**src/rtl/flash_flag_status.sv**
```systemverilog
module flash_flag_status (
  input  logic       clk,
  input  logic       rst_n,
  input  logic       op_start_i,
  input  logic       op_done_i,
  input  logic       erase_fail_i,
  input  logic       prog_fail_i,
  input  logic       vpp_fail_i,
  input  logic       prot_fail_i,
  input  logic       susp_erase_i,
  input  logic       susp_prog_i,
  input  logic       resume_i,
  input  logic       clr_flags_i,
  output logic [7:0] flags_o
);

  localparam int NERR = 4;

  logic            rdy_q;
  logic            esus_q;
  logic            psus_q;
  logic [NERR-1:0] err_q;   // {erase, program, vpp, protection}
  logic [NERR-1:0] err_set;
  logic            susp_clr;

  assign err_set  = {erase_fail_i, prog_fail_i, vpp_fail_i, prot_fail_i};
  assign susp_clr = resume_i | op_done_i;

  always_ff @(posedge clk) begin
    if (!rst_n) begin
      rdy_q  <= 1'b1;
      esus_q <= 1'b0;
      psus_q <= 1'b0;
    end else begin
      if (op_start_i)     rdy_q <= 1'b0;
      else if (op_done_i) rdy_q <= 1'b1;
      if (susp_erase_i)   esus_q <= 1'b1;
      else if (susp_clr)  esus_q <= 1'b0;
      if (susp_prog_i)    psus_q <= 1'b1;
      else if (susp_clr)  psus_q <= 1'b0;
    end
  end

  for (genvar g = 0; g < NERR; g++) begin : g_err
    always_ff @(posedge clk) begin
      if (!rst_n)             err_q[g] <= 1'b0;
      else if (err_set[g])    err_q[g] <= 1'b1;
      else if (clr_flags_i)   err_q[g] <= 1'b0;
    end
  end

  assign flags_o = {rdy_q, esus_q, err_q[3], err_q[2], err_q[1], psus_q, err_q[0], 1'b0};

  p_busy_after_start_r2: assert property (@(posedge clk) disable iff (!rst_n)
    op_start_i |=> !flags_o[7]);
  p_ready_after_done_r2: assert property (@(posedge clk) disable iff (!rst_n)
    (op_done_i && !op_start_i) |=> flags_o[7]);
  p_erase_err_set_r3: assert property (@(posedge clk) disable iff (!rst_n)
    erase_fail_i |=> flags_o[5]);
  p_prot_err_set_r3: assert property (@(posedge clk) disable iff (!rst_n)
    prot_fail_i |=> flags_o[1]);
  p_err_sticky_r4: assert property (@(posedge clk) disable iff (!rst_n)
    !clr_flags_i |=> ((flags_o[5:3] & $past(flags_o[5:3])) == $past(flags_o[5:3])));
  p_clear_errs_r5: assert property (@(posedge clk) disable iff (!rst_n)
    (clr_flags_i && !erase_fail_i && !prog_fail_i) |=> !flags_o[5] && !flags_o[4]);
  p_clear_keeps_susp_r5: assert property (@(posedge clk) disable iff (!rst_n)
    (clr_flags_i && !susp_clr && !susp_erase_i && !susp_prog_i) |=> $stable(flags_o[6]) && $stable(flags_o[2]));
  p_set_beats_clear_r6: assert property (@(posedge clk) disable iff (!rst_n)
    (clr_flags_i && vpp_fail_i) |=> flags_o[3]);
  p_susp_set_r7: assert property (@(posedge clk) disable iff (!rst_n)
    susp_prog_i |=> flags_o[2]);
  p_susp_clear_r8: assert property (@(posedge clk) disable iff (!rst_n)
    (susp_clr && !susp_erase_i) |=> !flags_o[6]);

endmodule

```
**config.mk**
```make
export PLATFORM = sky130hd
export DESIGN_NAME = flash_flag_status
export DESIGN_NICKNAME = d
export VERILOG_FILES = /design/src/rtl/flash_flag_status.sv
export SDC_FILE = /design/constraint.sdc
export NUM_CORES = 1
export LEC_CHECK = 0
export BUFFER_PORTS_ARGS = -buffer_cell sky130_fd_sc_hd__buf_2
export CORE_AREA = 2 2 39 41
export CTS_BUF_LIST = sky130_fd_sc_hd__clkbuf_16
export DETAILED_ROUTE_END_ITERATION = 16
export DIE_AREA = 0 0 41 43
export GPL_TIMING_DRIVEN = 0
export PLACE_DENSITY = 0.45
export SETUP_SLACK_MARGIN = 0.5
export SLEW_MARGIN = 5
export SYNTH_ARGS = -nofsm -noshare
export SYNTH_HDL_FRONTEND = slang
export SYNTH_SLANG_ARGS = --single-unit
```
**constraint.sdc**
```tcl
create_clock -name clk -period 1.4 [get_ports clk]
set_clock_uncertainty 0.05 [all_clocks]
set_input_delay 0.28 -clock clk [delete_from_list [all_inputs] [get_ports clk]]
set_output_delay 0.28 -clock clk [all_outputs]
set_load 0.005 [all_outputs]
```
Word level (Yosys, flattened, before mapping)
Index checks and enable logic that the tools add are counted.
{"block": "word_totals", "reg_bits": 7, "elab_cells": 25, "in_bits": 12, "out_inout_bits": 8}
{"block": "classes", "n_bitwise": 1, "muxes": 10, "n_reduce_logical": 7}
{"operator": "nonzero test 2 bit", "count": 7}
{"operator": "2-to-1 mux 1 bit", "count": 10}
{"operator": "bitwise OR 1 bit", "count": 1}

Logic depth before layout (Yosys ltp)
Gate-level depths: netlist of the first run.
{"block": "logic_depth", "ltp_word": 3, "depth_mapped": 3, "depth_no_buf": 2}

Worst setup path after synthesis of the first run
No wires, ideal clock.
{"block": "synth_path", "path_type": "flip-flop to flip-flop", "start": "reg flags_o[5] (netlist name)", "end": "reg err_q[3] (netlist: flags_o[5])", "stages_incl_launch_ff": 3, "slack_ns": 0.648, "t_arrival_ns": 0.587, "t_required_ns": 1.235, "period_less_slack_ns": 0.752, "setup_time_ns": 0.115, "path_buffers": 0, "cell_sequence": "dfxtp_1 -> and2b_1 -> o21a_1"}
{"element": "to (signal, indexed assignment)", "line": "46", "source": "if (!rst_n) err_q[g] <= 1'b0;"}
{"element": "to (signal, indexed assignment)", "line": "47", "source": "else if (err_set[g]) err_q[g] <= 1'b1;"}
{"element": "to (signal, indexed assignment)", "line": "48", "source": "else if (clr_flags_i) err_q[g] <= 1'b0;"}
{"element": "to (decl)", "line": "22", "source": "logic [NERR-1:0] err_q;"}

Worst setup path in the final report of the first run
{"block": "layout_path", "start": "reg psus_q", "end": "out flags_o[2]"}
{"element": "from (decl)", "line": "21", "source": "logic psus_q;"}
{"element": "from (signal assigned)", "line": "33", "source": "psus_q <= 1'b0;"}
{"element": "from (signal assigned)", "line": "39", "source": "if (susp_prog_i) psus_q <= 1'b1;"}
{"element": "from (signal assigned)", "line": "40", "source": "else if (susp_clr) psus_q <= 1'b0;"}
{"element": "to (decl)", "line": "14", "source": "output logic [7:0] flags_o"}
No word-level cell between the ends.

==> results.md, run 1 <==
- CTS H-Tree Depth: 1
- Sink count of the clock tree: 7
- Commonest non-fill, non-tap cell in the layout: sky130_fd_sc_hd__buf_2
- Clock-pin slew of the registers on the worst-case setup and hold paths: 0.03 ns
- Routed via count: 240
- Run status: completed
- Fraction of layout instances using a drive strength above 1: 0.620
- Post-detailed-route via-to-cell ratio: around 3.6
- Kind of critical path: flop to output port
- Vias in the first global route: 275
- Number of failing hold endpoints at the final stage: 0
- Endpoint required time on the critical path: ~1.1 ns
- Number of non-filler instances in the completed layout: 66
- Clk root buf: sky130_fd_sc_hd__clkbuf_16
- Row cnt: 14
- Initial antenna violation count: 0
- Initial cell density of the core: 0.203
- Global-route wire length before repair: 1080 um
- Switching share of power: 0.170
- Minimum clock period: approximately 1.1 ns
- Mapped Avg Cell Area: between 9 and 10 um^2
- Sequential Power Share: 0.291
- Die width: approximately 41 um
- Number of buffers on the longest clock path: 2
- Arrival time worst endpoint: 0.75 ns
- Final Routed Wirelength: 625 um
- Slowest CP cell: sky130_fd_sc_hd__dfxtp_2
- Synth cell types: 11
- Max Slew Vio Count: 0
- Maximum number of pins on one net before global-route repair: 10
- # port buffers: 17
- Type of origin of the critical path: flop
- Most frequent cells in the layout: 14 x sky130_fd_sc_hd__buf_2, 7 x sky130_fd_sc_hd__buf_6, 6 x sky130_fd_sc_hd__dfxtp_2
- List of cells traversed by the critical path: buf_6, buf_6
- Total Die Area: 1760 um^2
- GRT Util Overall: 0.0934
- CP most frequent cell: sky130_fd_sc_hd__buf_6
- Kind of cell adding the most delay to the critical path: flip-flops
- Net count after synthesis: slightly above 40
- Max rail drop VDD: slightly below 0.9 mV
- Routed len/inst: 9.47 um
- Final Cycle Share: 0.772
- Core footprint: between 1000 and 1500 um^2
- DRC: 0
- Cell Area, Synth: 280 um^2
- Antenna Cells: 0
- GRT Residual Overflow: 0
- Clock tree from TritonCTS: done
- Part of the Yosys area used for sequential elements: 0.500
- Total power per unit cell area: ~1500 nW/um^2
- ANT nets after route: 0
- Count of synthesis-stage warnings from yosys: 0
- Setup repair after global routing missed its margin: yes
- Clock latency on the worst-skew pair: 0.22 ns
- Number of ports placed on the die boundary: 20
- Flop-to-flop setup slack: 0.64 ns
- Number of setup buffers added after CTS: 0
- Total negative slack for setup checks: 0 ns
- Post-layout nets: 63
- DRC marker count from the first detailed-route iteration: 3
- Fmax achieved: approximately 930 MHz
- Largest stage delay, worst path: around 0.32 ns
- Growth of design area from synthesis to finish: 79.0%
- Logic gate share of total power: 0.098
- Flip-flop and latch count after synthesis: 7
- Die height: 43 um
- Leakage: ~0.25 nW
- Number of detailed-routing iterations run before antenna repair: 4
- Number of endpoints failing setup at the final stage: 0
- Switching pwr: 0.130 mW
- Post-synthesis instance total: 29
- Clock share of power: 0.611
- Pint: 0.636 mW
- Type of element capturing the critical path: output port
- Final GP Congestion: 0.615
- Number of placed instances, taps included: 62
- Cts bufs inserted: 3
- Number of max-cap violations: 0
- Number of buffers and inverters on the critical path: 2
- Hold WC Path Type: input pin to flop
- Highest fanout seen on the critical path: 2
## area by class of cell
type / count / area, um^2
Buffer: 5 / 52.6
Clock buffer: 3 / 75.1
Clock inverter: 1 / 3.75
Tap cell: 16 / 20.0
Multi-Input combinational cell: 17 / 98.8
Timing Repair Buffer: 17 / 104
Fill cell: 145 / 882
Sequential cell: 7 / 148
## worst paths after layout
path,from,end,cells past startpoint
setup / recovery,psus_q,flags_o[2],2
hold / removal,resume_i,esus_q,2
setup reg to reg,flags_o[5],flags_o[5],2
hold reg to reg,esus_q,esus_q,2
## state kept, by name, summed over array words and instances, names as in the netlist
signal	flops
flags_o	4
esus_q	1
psus_q	1
rdy_q	1
## metrics by stage
| stage | total power [mW] | utilization | cell area, um^2 | hold WS (ns) | worst slack (ns) |
|---|---|---|---|---|---|
| 3_3_place_gp | 0.286 | 0.278 | 385 | 0.402 | 0.510 |
| 5_1_grt | 0.800 | 0.363 | 502 | 0.204 | 0.300 |
| 3_5_place_dp | 0.286 | 0.278 | 385 | 0.402 | 0.504 |
| 2_1_floorplan | 0.254 | - | 280 | 0.330 | 0.648 |
| 6_report | 0.766 | 0.363 | 502 | 0.197 | 0.319 |
| 4_1_cts | 0.772 | 0.361 | 499 | 0.195 | 0.322 |
## cells in the mapped netlist, drive strengths merged
library cell	instances	area share
dfxtp	7	0.50
buf	5	0.15
nand2	4	0.054
o21a	4	0.11
nor2b	3	0.067
o31ai	2	0.054
and2b	1	0.027
conb	1	0.013
nor2	1	0.013
o21ai	1	0.018
## routing by layer
layer  part of all wire  vias up  global-route usage  routed length [um]
li1                   -      131                   -                   -
met1               0.39      109              0.0900                 243
met2               0.61        0               0.156                 381
met3                  0        0              0.0314                   0
met4                  0        0              0.0600                   0
met5                  0        -                   0                   0
## power by group through the flow
stage | Combinational (mW) | Clock (mW) | Sequential (mW)
after floorplan | 0.0312 | 0 | 0.223
after global placement | 0.0638 | 0 | 0.222
after detailed placement | 0.0637 | 0 | 0.222
after CTS | 0.0749 | 0.476 | 0.222
after global routing | 0.0827 | 0.493 | 0.224
final | 0.0752 | 0.468 | 0.223
## cells by family (layout without fill, tap and decap cells)
family | Yosys count | after routing | synth area share
compound gates | 7 | 7 | 0.179
buf+inv | 5 | 26 | 0.147
flops | 7 | 7 | 0.500
other cells | 1 | 1 | 0.0134
simple gates | 9 | 9 | 0.161
## repair_timing
| item | 4_1_cts | 5_1_grt |
|---|---|---|
| endpoints found under the setup margin | 7 | 7 |
| hold buffers | 0 | 0 |
| pin swaps | 0 | 0 |
| resized for setup | 10 | 2 |
| endpoints found under the hold margin | 0 | 0 |
Power figures use the tool's default switching activity.
==> run 2, diff against run 1 <==
--- a/config.mk
+++ b/config.mk
@@ -5,13 +5,14 @@
 export SDC_FILE = /design/constraint.sdc
 export NUM_CORES = 1
 export LEC_CHECK = 0
+export ABC_AREA = 1
 export BUFFER_PORTS_ARGS = -buffer_cell sky130_fd_sc_hd__buf_2
 export CORE_AREA = 2 2 39 41
 export CTS_BUF_LIST = sky130_fd_sc_hd__clkbuf_16
 export DETAILED_ROUTE_END_ITERATION = 16
 export DIE_AREA = 0 0 41 43
 export GPL_TIMING_DRIVEN = 0
-export PLACE_DENSITY = 0.45
+export PLACE_DENSITY = 0.43
 export SETUP_SLACK_MARGIN = 0.5
 export SLEW_MARGIN = 5
 export SYNTH_ARGS = -nofsm -noshare
==> constraint.sdc (replaced) <==
create_clock -name clk -period 1.1 [get_ports clk]
set_clock_uncertainty 0.05 [all_clocks]
set_input_delay 0.22 -clock clk [delete_from_list [all_inputs] [get_ports clk]]
set_output_delay 0.22 -clock clk [all_outputs]
set_load 0.005 [all_outputs]
==> run 2 against run 1 <==
Effect of this change: first-iteration DRC count down 100%; register-to-register slack worse by 0.28 ns; critical endpoint is now flags_o[6]; largest power group unchanged; via count up 7.5%.
==> results.md, run 2 <==
- Run status: completed
- Minimum clock period: 1.01 ns
- DRC: 0
- Clock-pin slew of the registers on the worst-case setup and hold paths: 0.04 ns
- Hold WC Path Type: input pin to flop
- Switching pwr: 0.174 mW
- CTS H-Tree Depth: 1
- Count of synthesis-stage warnings from yosys: 0
- Die height: around 43 um
- Mapped Avg Cell Area: 8.27 um^2
- Total negative slack for setup checks: 0 ns
- Kind of critical path: flop to output port
- Global-route wire length before repair: 862 um
- Fin util: 0.374
- GRT Residual Overflow: 0
- Growth of design area from synthesis to finish: 102%
- Sink count of the clock tree: 7
- Type of element capturing the critical path: output port
- Number of failing hold endpoints at the final stage: 0
- Top cell types by occurrence after synthesis: 7 x sky130_fd_sc_hd__dfxtp_1, 6 x sky130_fd_sc_hd__a21oi_1, 5 x sky130_fd_sc_hd__nor2_1, 4 x sky130_fd_sc_hd__buf_4, 4 x sky130_fd_sc_hd__inv_1
- Initial cell density of the core: 0.185
- Net count after synthesis: 43
- Highest fanout seen on the critical path: 2
- Endpoint required time on the critical path: 0.83 ns
- Cell type with the largest total area after synthesis: sky130_fd_sc_hd__dfxtp_1
- Type of origin of the critical path: flop
- Row cnt: 14
- Post-synthesis async set-or-reset flop share: 0
- Clock latency on the worst-skew pair: approximately 0.23 ns
- DRC marker count from the first detailed-route iteration: 0
- Initial antenna violation count: 0
- Arrival time worst endpoint: 0.74 ns
- Commonest non-fill, non-tap cell in the layout: sky130_fd_sc_hd__buf_2
- Clock tree from TritonCTS: done
- Sequential Power Share: 0.290
- Vias in the first global route: 224
- Number of detailed-routing iterations run before antenna repair: 1
- Flip-flop cell with the highest count after synthesis: sky130_fd_sc_hd__dfxtp_1
- Filler Cell Count: 141
- Switching share of power: 0.177
- Leakage: 0.264 nW
- Setup repair after global routing missed its margin: yes
- Maximum number of pins on one net before global-route repair: 7
- Number of synthesized flops with an enable pin: 0
- Number of ports placed on the die boundary: 20
- Area share of the largest cell type after synthesis: 0.546
- Cell Area, Synth: ~260 um^2
- Clock share of power: 0.609
- Final Routed Wirelength: 559 um
- Antenna Cells: 0
- Ranking of synthesized cells by area: sky130_fd_sc_hd__dfxtp_1 55%, sky130_fd_sc_hd__a21oi_1 12%, sky130_fd_sc_hd__buf_4 12%
- Max Slew Vio Count: 0
- Clk root buf: sky130_fd_sc_hd__clkbuf_16
- Total Die Area: 1760 um^2
- Flip-flop count of the largest register, all copies and words added: 4
- Number of max-cap violations: 0
- Routed via count: between 200 and 300
- Most frequent cells in the layout: 15 x sky130_fd_sc_hd__buf_2, 7 x sky130_fd_sc_hd__dfxtp_2, 6 x sky130_fd_sc_hd__buf_6
- Final GP Congestion: 0.578
- Pint: 0.810 mW
- Final Cycle Share: 0.922
- Setup slack of the critical path after layout: between 0.08 and 0.09 ns
- Routed len/inst: 7.87 um
- Total power per unit cell area: 1900 nW/um^2
- Max rail drop VDD: roughly 0.67 mV
- Part of the Yosys area used for sequential elements: 0.546
- HPWL after detailed placement: slightly above 400 um
- Synth cell types: 9
- Core footprint: 1380 um^2
- Flip-flop and latch count after synthesis: 7
- Worst Setup Slack post-DPL: ~0.32 ns
- Fmax achieved: 986 MHz
- ANT nets after route: 0
- Number of endpoints failing setup at the final stage: 0
- Logic gate share of total power: 0.101
- Post-synthesis instance total: 31
- Post-layout nets: 68
- Post-detailed-route via-to-cell ratio: ~3.6
- GRT Util Overall: 0.0785
- Fraction of layout instances using a drive strength above 1: 0.745
- # port buffers: 18
- Most numerous cell in the Yosys netlist: sky130_fd_sc_hd__dfxtp_1
- Cts bufs inserted: 3
- Number of buffers on the longest clock path: 2
- Die width: 41 um
-- run 2: final timing paths --
check,start,to,slack [ns],cells past startpoint
worst max-delay path,esus_q,flags_o[6],0.09,2
worst max register to register,flags_o[5],flags_o[5],0.36,3
worst min register to register,esus_q,esus_q,0.42,2
worst min-delay path,rst_n,rdy_q,0.12,2
-- run 2: power groups by stage --
stage | logic (mW) | registers, mW | clock network (mW)
floorplan | 0.0408 | 0.290 | 0
global placement | 0.0826 | 0.290 | 0
detailed placement | 0.0825 | 0.289 | 0
CTS | 0.0958 | 0.286 | 0.614
global route | 0.110 | 0.287 | 0.644
finish | 0.0993 | 0.286 | 0.599
-- run 2: final cells by class --
class,count,area (um^2),share of cell area
multi-input cells,16,90.1,0.174
well taps,16,20.0,0.0386
plain buffers,4,41.3,0.0797
clock inverters,1,3.75,0.00725
repair buffers,20,124,0.239
flip-flops and latches,7,149,0.287
inverters,4,15.0,0.0290
clock buffers,3,75.1,0.145
-- run 2: worst max-delay path: stages, from the launching register on --
cell and delay (ns):
sky130_fd_sc_hd__dfxtp_2 0.31, sky130_fd_sc_hd__buf_6 0.10, sky130_fd_sc_hd__buf_6 0.10
-- run 2: logic make-up (layout without fill, tap and decap cells) --
group / after synthesis / in the layout / synth area share
AOI/OAI and AO/OA: 7 / 7 / 0.137
buffers and inverters: 8 / 32 / 0.176
DFF: 7 / 7 / 0.546
other: 1 / 1 / 0.0146
and+or+nand+nor: 8 / 8 / 0.127
-- run 2: metal layers --
metal	track usage	vias up	routed length, um
met4	0.0600	0	0
met5	0	-	0
met2	0.0844	19	222
li1	-	137	-
met3	0.0471	0	80
met1	0.107	102	256
-- run 2: what timing repair did --
| item | CTS | global route |
|---|---|---|
| pin swaps | 1 | 0 |
| endpoints found under the setup margin | 14 | 14 |
| buffers inserted | 1 | 1 |
| gates cloned | 0 | 0 |
| gates resized for setup | 4 | 1 |
| hold buffers | 0 | 0 |
-- run 2: metrics by stage --
step | total power [mW] | area, um^2 | std cells | hold slack [ns]
global placement | 0.373 | 402 | 65 | 0.379
floorplan | 0.331 | 292 | 31 | 0.246
finish | 0.984 | 518 | 71 | 0.125
global route | 1.04 | 518 | 71 | 0.128
CTS | 0.995 | 507 | 70 | 0.122
detailed placement | 0.372 | 402 | 65 | 0.381
